<file path="src/rtl/blend_pkg.sv">
package blend_pkg;
  localparam int VEC_BITS  = 512;
  localparam int LANE_BITS = 8;
  localparam int LANE_CNT  = VEC_BITS / LANE_BITS;

  // Per-byte-lane strobes from control to datapath
  typedef struct packed {
    logic [LANE_CNT-1:0] takeB;   // lane gets srcB
    logic [LANE_CNT-1:0] keepA;   // lane gets srcA
    logic                capture; // load the result register
  } laneCtrl_t;
endpackage

</file>
<file path="src/rtl/blend_ctrl.sv">
module blend_ctrl
  import blend_pkg::*;
#(
  parameter int MASK_W = LANE_CNT
) (
  input  logic              inValid,
  input  logic [MASK_W-1:0] selMask,
  input  logic              wordSize,
  input  logic [1:0]        lenSel,
  input  logic              zeroMode,
  input  logic              maskOff,
  output laneCtrl_t         strobes
);
  localparam int CNT_W = $clog2(LANE_CNT) + 1;
  localparam int MIN_LANES = 128 / LANE_BITS;

  logic [CNT_W-1:0] activeLanes;

  always_comb begin
    unique case (lenSel)
      2'd0:    activeLanes = CNT_W'(MIN_LANES);
      2'd1:    activeLanes = CNT_W'(MIN_LANES * 2);
      default: activeLanes = CNT_W'(LANE_CNT);
    endcase
  end

  for (genvar g = 0; g < LANE_CNT; g++) begin : g_lane
    localparam logic [CNT_W-1:0] LANE_ID = CNT_W'(g);
    logic laneActive, maskBit, pickB;
    assign laneActive = LANE_ID < activeLanes;
    assign maskBit    = wordSize ? selMask[g / 2] : selMask[g];
    assign pickB      = maskOff | maskBit;
    assign strobes.takeB[g] = laneActive & pickB;
    assign strobes.keepA[g] = laneActive & ~pickB & ~zeroMode;
  end

  assign strobes.capture = inValid;
endmodule

</file>
<file path="src/rtl/blend_datapath.sv">
module blend_datapath
  import blend_pkg::*;
#(
  parameter int VEC_W  = VEC_BITS,
  parameter int LANE_W = LANE_BITS
) (
  input  logic             clk,
  input  logic             rst,
  input  laneCtrl_t        strobes,
  input  logic [VEC_W-1:0] srcA,
  input  logic [VEC_W-1:0] srcB,
  output logic [VEC_W-1:0] result,
  output logic             outValid
);
  localparam int LANES = VEC_W / LANE_W;

  logic [VEC_W-1:0] blended;

  for (genvar g = 0; g < LANES; g++) begin : g_mux
    always_comb begin
      if (strobes.takeB[g])
        blended[g*LANE_W +: LANE_W] = srcB[g*LANE_W +: LANE_W];
      else if (strobes.keepA[g])
        blended[g*LANE_W +: LANE_W] = srcA[g*LANE_W +: LANE_W];
      else
        blended[g*LANE_W +: LANE_W] = '0;
    end
  end

  always_ff @(posedge clk) begin
    if (rst) begin
      result   <= '0;
      outValid <= 1'b0;
    end else begin
      outValid <= strobes.capture;
      if (strobes.capture) result <= blended;
    end
  end
endmodule

</file>
<file path="src/rtl/vec_blend_unit.sv">
module vec_blend_unit
  import blend_pkg::*;
(
  input  logic                clk,
  input  logic                rst,
  input  logic                inValid,
  input  logic [VEC_BITS-1:0] srcA,
  input  logic [VEC_BITS-1:0] srcB,
  input  logic [LANE_CNT-1:0] selMask,
  input  logic                wordSize,
  input  logic [1:0]          lenSel,
  input  logic                zeroMode,
  input  logic                maskOff,
  output logic                outValid,
  output logic [VEC_BITS-1:0] result
);
  laneCtrl_t strobes;

  blend_ctrl #(.MASK_W(LANE_CNT)) u_ctrl (
    .inValid(inValid), .selMask(selMask), .wordSize(wordSize),
    .lenSel(lenSel), .zeroMode(zeroMode), .maskOff(maskOff),
    .strobes(strobes)
  );

  blend_datapath #(.VEC_W(VEC_BITS), .LANE_W(LANE_BITS)) u_dp (
    .clk(clk), .rst(rst), .strobes(strobes), .srcA(srcA), .srcB(srcB),
    .result(result), .outValid(outValid)
  );
endmodule

</file>
<file path="config.mk">
export PLATFORM = sky130hd
export DESIGN_NAME = vec_blend_unit
export DESIGN_NICKNAME = d
export VERILOG_FILES = /design/src/rtl/blend_pkg.sv /design/src/rtl/blend_ctrl.sv /design/src/rtl/blend_datapath.sv /design/src/rtl/vec_blend_unit.sv
export SDC_FILE = /design/constraint.sdc
export NUM_CORES = 1
export LEC_CHECK = 0
export ABC_AREA = 1
export BUFFER_PORTS_ARGS = -buffer_cell sky130_fd_sc_hd__buf_2
export CORE_AREA = 2 2 629 631
export CTS_CLUSTER_DIAMETER = 120
export CTS_CLUSTER_SIZE = 28
export DETAILED_ROUTE_END_ITERATION = 12
export DIE_AREA = 0 0 631 633
export PLACE_DENSITY = 0.3
export SLEW_MARGIN = 20
export SYNTH_ARGS = -nofsm -noshare
export SYNTH_HDL_FRONTEND = slang
export SYNTH_SLANG_ARGS = --single-unit
</file>
<file path="constraint.sdc">
create_clock -name clk -period 2.2 [get_ports clk]
set_input_delay 0.55 -clock clk [delete_from_list [all_inputs] [get_ports clk]]
set_output_delay 0.55 -clock clk [all_outputs]
set_load 0.05 [all_outputs]
</file>
==> flow_summary.json, run 1 <==
{
  "status": "finished, final reports clean",
  "synthTopCellsByCount": "1190 x nand3_1, 821 x nor2_1, 608 x nand2_1, 513 x dfxtp_1, 446 x inv_1",
  "globalplace.congestion": 0.9932,
  "synth.area.top_cells": "dfxtp_1 37%, nand3_1 22%, nor2_1 11%, nand2_1 8.2%, inv_1 6.1%",
  "grt-ovfl-total": 0,
  "fp.dieW_um": 631,
  "ir_worst_vdd_mv": 0.5822,
  "utilization_pct": 12.90,
  "drt_wl_total_mm": 344.9,
  "pwr-share-seq_pct": 32.5,
  "ys_warn_count": 0,
  "ys_seq_elements": 513,
  "post_cts_buffers": 0,
  "cts-root-buf": "clkbuf_16",
  "cts_buffers": 49,
  "io_buffers": 1608,
  "synth_cell_types": 24,
  "r2r_start": "u_dp.result[108]",
  "start_util_pct": 7.059,
  "crit_buf_inv": 1,
  "p_per_area_nw_per_um2": 630.0,
  "rsz0062_at_grt": "false",
  "num_rows": 230,
  "cp-start-kind": "flop",
  "yosysMostFrequentCell": "nand3_1",
  "p_int_uw": 18170,
  "slowest_delay_ns": 0.42,
  "synth_top_area_share_pct": 37.12,
  "setup_viol_count_final": 0,
  "gr-usage-all-layers_pct": 16.53,
  "grt_start_max_net_pins": 79,
  "worst_ep_arrival_time_ns": 1.55,
  "period_share_pct": 95.27,
  "crit_path_end_kind": "primary output",
  "layout-drive-gt1-share_pct": 35.19,
  "vias": 39917,
  "dp_hpwl_mm": 306.3,
  "grt_pass1_vias": 37926,
  "synthArstFlopShare_pct": 0,
  "clockPowerShare_pct": 33.8,
  "syn_area_per_cell_sq_um": 6.346,
  "p_leak_uw": 0.02484,
  "final_antenna_net_count": 0,
  "switchingPower_uw": 13690,
  "insertion_delay_ns": 0.77,
  "clk_pin_slew_worst_paths_ns": 0.11,
  "syn-cell-area_sq_um": 27670,
  "core_area_sq_um": 392000,
  "reg2reg_depth": 3,
  "dpl.cell_count": 11355,
  "route.detailed.drc": 0,
  "r2r-end": "u_dp.result[108]",
  "maxSlewViolCount": 0,
  "routedWlPerCell_um": 29.09,
  "hold_path.class": "input port to flop",
  "swShare_pct": 42.97,
  "yosys_most_used_dff": "dfxtp_1",
  "tightest_slew_ns": 0.9934,
  "areaGrowthSynthToFinish_pct": 82.80,
  "worstSetupPathType": "flop to primary output",
  "post-place-ws_ns": -0.2847,
  "stdcell_area_sq_um": 50570,
  "syn_inst": 4360,
  "cap_violations": 0,
  "clock_path_buffers": 3,
  "clock_skew_ns": 0,
  "p_total_uw": 31860,
  "die_area_sq_um": 399400,
  "cts_tree": "built",
  "worstHoldStart": "srcB[112]",
  "r2r_slack_ns": 0.93,
  "viasPerCell": 3.368,
  "min_to": "u_dp.result[112]",
  "clock-sinks": 513,
  "hold_violations": 0,
  "num_io_pins": 1609,
  "seq_area_frac_synth_pct": 37.12,
  "min_period_ns": 2.096,
  "grt_antenna_before_repair": 409,
  "dr.first_iter.drc_count": 2992,
  "place_area_sq_um": 45820,
  "synth_edf_count": 0,
  "finalNonFillerCells": 11853,
  "hold_depth": 3,
  "post-synth-top-area-cell": "dfxtp_1",
  "final_nets": 7524,
  "required_ns": 1.65,
  "htree_levels": 2,
  "crit_slowest_cell": "buf_2",
  "timing.final.ws_setup_ns": 0.1042,
  "fmax_mhz": 477.1,
  "p_comb_share_pct": 33.7,
  "worstPathMaxFanout": 2,
  "grt_pass1_wl_mm": 428.2,
  "slew_headroom_pct": 33.71,
  "drtPass1Iterations": 5,
  "die_y_um": 633,
  "path_delay_family": "buffers and inverters",
  "synth_nets": 5457,
  "cp_cell_sequence": "buf_2"
}
[logic make-up (layout without fill, tap and decap cells)]
kind of cell | Yosys count | in the layout | synth area share [%]
AO/OA/AOI/OAI | 384 | 384 | 7.019
adder cells (fa/ha/maj) | 1 | 1 | 0.04522
buffers and inverters | 729 | 2836 | 11.15
flip-flops | 513 | 513 | 37.12
other | 0 | 166 | 0
AND/OR/NAND/NOR | 2733 | 2733 | 44.66
[final cells by class]
type	instances	area, sq um
Timing Repair Buffer	2297	15450
Clock buffer	52	1290
Inverter	448	1705
Fill cell	46293	341400
Sequential cell	513	10280
Multi-Input combinational cell	3118	14350
Tap cell	5220	6531
Clock inverter	39	558.0
Antenna cell	166	415.4
[cell usage in the layout (no fill, tap or decap), drive strengths merged, types with 128 or more instances in the layout]
cell type,synthesis,routed
buf,180,2056
nand3,1215,1215
nor2,885,885
nand2,632,632
dfxtp,513,513
inv,448,475
a21oi,248,248
dlygate4sd3,0,241
diode,0,166
o21ai,128,128
[metal layers]
| metal | vias up | track usage [%] | part of all wire (%) |
|---|---|---|---|
| met1 | 18644 | 18.75 | 39 |
| met3 | 767 | 6.309 | 9.1 |
| met2 | 1832 | 28.93 | 49 |
| li1 | 18470 | - | - |
| met5 | - | 0 | 0.38 |
| met4 | 204 | 4.042 | 3.2 |
[stage by stage]
step	hold WS (ns)	setup TNS, ns
final	0.1016	0
after global routing	0.05491	0
after CTS	0.0002508	0
after detailed placement	0.4992	-23.88
after global placement	0.4951	-21.79
after floorplan	0.6954	0
[power groups by stage]
stage / logic [uW] / clock network (uW) / registers [uW]
final: 10700 / 10800 / 10400
after global routing: 11500 / 11500 / 10400
after CTS: 11000 / 11300 / 10400
after detailed placement: 10500 / 0 / 10600
after global placement: 10500 / 0 / 10600
after floorplan: 2860 / 0 / 12800
[registers in the layout, indices dropped and copies added, names as in the netlist]
signal         flops
u_dp.outValid      1
u_dp.result      512
[worst max-delay path by stage]
stage,end,start,slack [ns],cells after the start
floorplan,u_dp.result[364],lenSel[1],0.02,11
global placement,u_dp.result[345],lenSel[1],-0.25,11
detailed placement,u_dp.result[345],lenSel[1],-0.28,11
CTS,result[376],u_dp.result[376],0.00007,1
global route,result[509],u_dp.result[509],0.006,1
finish,result[509],u_dp.result[509],0.10,1
[repair_timing]
item | CTS | global route
endpoints found under the setup margin | 27 | 0
hold endpoints to repair | 196 | 0
resized for setup | 34 | 0
hold buffers | 241 | 0
Note: power is estimated with default switching activity, not from simulation.
==> run 2, diff against run 1 <==
- PLACE_DENSITY: 0.3 -> not set
- PLACE_DENSITY_LB_ADDON: not set -> 0.3
==> flow_summary.json, run 2 (synthesis results as in run 1) <==
{
  "worstSetupPathType": "flop to primary output",
  "r2r_slack_ns": 0.87,
  "required_ns": 1.65,
  "hold_violations": 0,
  "cp-start-kind": "flop",
  "htree_levels": 2,
  "worst_ep_arrival_time_ns": 1.56,
  "ir_worst_vdd_mv": 0.5390,
  "reg2reg_depth": 3,
  "clock_path_buffers": 3,
  "viasPerCell": 3.425,
  "fmax_mhz": 474.8,
  "layout-drive-gt1-share_pct": 34.77,
  "clk_pin_slew_worst_paths_ns": 0.11,
  "slowest_delay_ns": 0.46,
  "whs_ns": 0.09457,
  "areaGrowthSynthToFinish_pct": 76.20,
  "fp.dieW_um": 631,
  "die_area_sq_um": 399400,
  "route.detailed.drc": 0,
  "rsz0062_at_grt": "false",
  "finalNonFillerCells": 11721,
  "min_to": "u_dp.result[81]",
  "grt-ovfl-total": 0,
  "r2r_start": "u_dp.result[112]",
  "grt_antenna_before_repair": 432,
  "cp_cell_sequence": "buf_2",
  "slew_headroom_pct": 35.55,
  "min_period_ns": 2.106,
  "dpl.cell_count": 11293,
  "drtPass1Iterations": 5,
  "clock_skew_ns": 0,
  "crit_slowest_cell": "dfxtp_1",
  "post-place-ws_ns": -0.6152,
  "cts_buffers": 40,
  "r2r-end": "u_dp.result[112]",
  "grt_pass1_vias": 36693,
  "start_util_pct": 7.059,
  "cap_violations": 0,
  "grt_start_max_net_pins": 84,
  "dr.first_iter.drc_count": 3436,
  "maxSlewViolCount": 0,
  "reg_top3": "u_dp.result (512), u_dp.outValid (1)",
  "period_share_pct": 95.73,
  "core_area_sq_um": 392000,
  "num_rows": 230,
  "num_io_pins": 1609,
  "worstPathMaxFanout": 2,
  "largest_register_ffs": 512,
  "p_total_uw": 30020,
  "most-common-layout-cells": "1588 x buf_2, 1190 x nand3_1, 818 x nor2_1, 608 x nand2_1, 511 x dfxtp_1",
  "final_common_cell": "buf_2",
  "hold_path.class": "input port to flop",
  "p_per_area_nw_per_um2": 615.8,
  "routedWlPerCell_um": 29.04,
  "drt_wl_total_mm": 340.4,
  "vias": 40148,
  "worstHoldStart": "srcB[81]",
  "tightest_slew_ns": 0.9668,
  "clock-sinks": 513,
  "cts_tree": "built",
  "cts-root-buf": "clkbuf_16",
  "status": "finished, final reports clean",
  "path_delay_family": "flip-flops",
  "io_buffers": 1608,
  "final_nets": 7362,
  "post_cts_buffers": 0,
  "fillers": 46215,
  "setup_viol_count_final": 0,
  "crit_buf_inv": 1,
  "die_y_um": 633,
  "globalplace.congestion": 0.9872,
  "timing.final.ws_setup_ns": 0.09393,
  "dp_hpwl_mm": 303.5,
  "final_antenna_net_count": 0,
  "hold_depth": 3,
  "regMostFlops": "u_dp.result",
  "insertion_delay_ns": 0.75,
  "crit_path_end_kind": "primary output",
  "gr-usage-all-layers_pct": 16.27,
  "grt_pass1_wl_mm": 417.9,
  "p_leak_uw": 0.02390
}
## run 2: cell types whose count changed in the layout (fill, tap and decap cells not counted), sizes merged
cell	before	now
inv	475	463
diode	166	205
dlygate4sd3	241	150
clkbuf	52	45
buf	2056	1994
clkinv	10	11
## run 2: layout make-up
type	count	area (sq um)	share of cell area, %
Antenna cell	205	513.0	1.052
Clock buffer	45	1051	2.156
Clock inverter	28	437.9	0.8983
Inverter	448	1707	3.501
Multi-Input combinational cell	3118	14350	29.43
Sequential cell	513	10270	21.07
Tap cell	5220	6531	13.40
Timing Repair Buffer	2144	13890	28.49
## run 2: stage by stage
| step | TNS [ns] | cell area [sq um] | util [%] |
|---|---|---|---|
| after floorplan | 0 | 27670 | - |
| after global placement | -142.43 | 45190 | 11.53 |
| after detailed placement | -139.92 | 45190 | 11.53 |
| after CTS | 0 | 48240 | 12.31 |
| after global routing | 0 | 48430 | 12.36 |
| final | 0 | 48750 | 12.44 |
## run 2: power breakdown
group	switching [uW]	internal (uW)	leakage, uW
logic	7160	3240	0.0189
registers	407	9960	0.00425
clock network	5420	3840	0.000708
total	13000	17000	0.0239
## run 2: what timing repair did
action,CTS,global route
endpoints found under the setup margin,17,0
hold buffers,150,0
resized for setup,22,0
hold endpoints to repair,122,0
## run 2: layer usage
metal	vias up	GRT usage, %	part of all wire, %
met5	-	0	0.44
met4	226	4.995	4.0
met3	853	9.233	13
met2	2145	27.37	47
met1	18751	17.15	36
li1	18173	-	-
## run 2: worst max path at each step
stage / endpoint / from / cells after the start
6_report: result[126] / u_dp.result[126] / 1
5_1_grt: result[79] / u_dp.result[79] / 1
4_1_cts: result[6] / u_dp.result[6] / 1
3_5_place_dp: u_dp.result[398] / lenSel[1] / 11
3_3_place_gp: u_dp.result[399] / lenSel[1] / 11
2_1_floorplan: u_dp.result[364] / lenSel[1] / 11
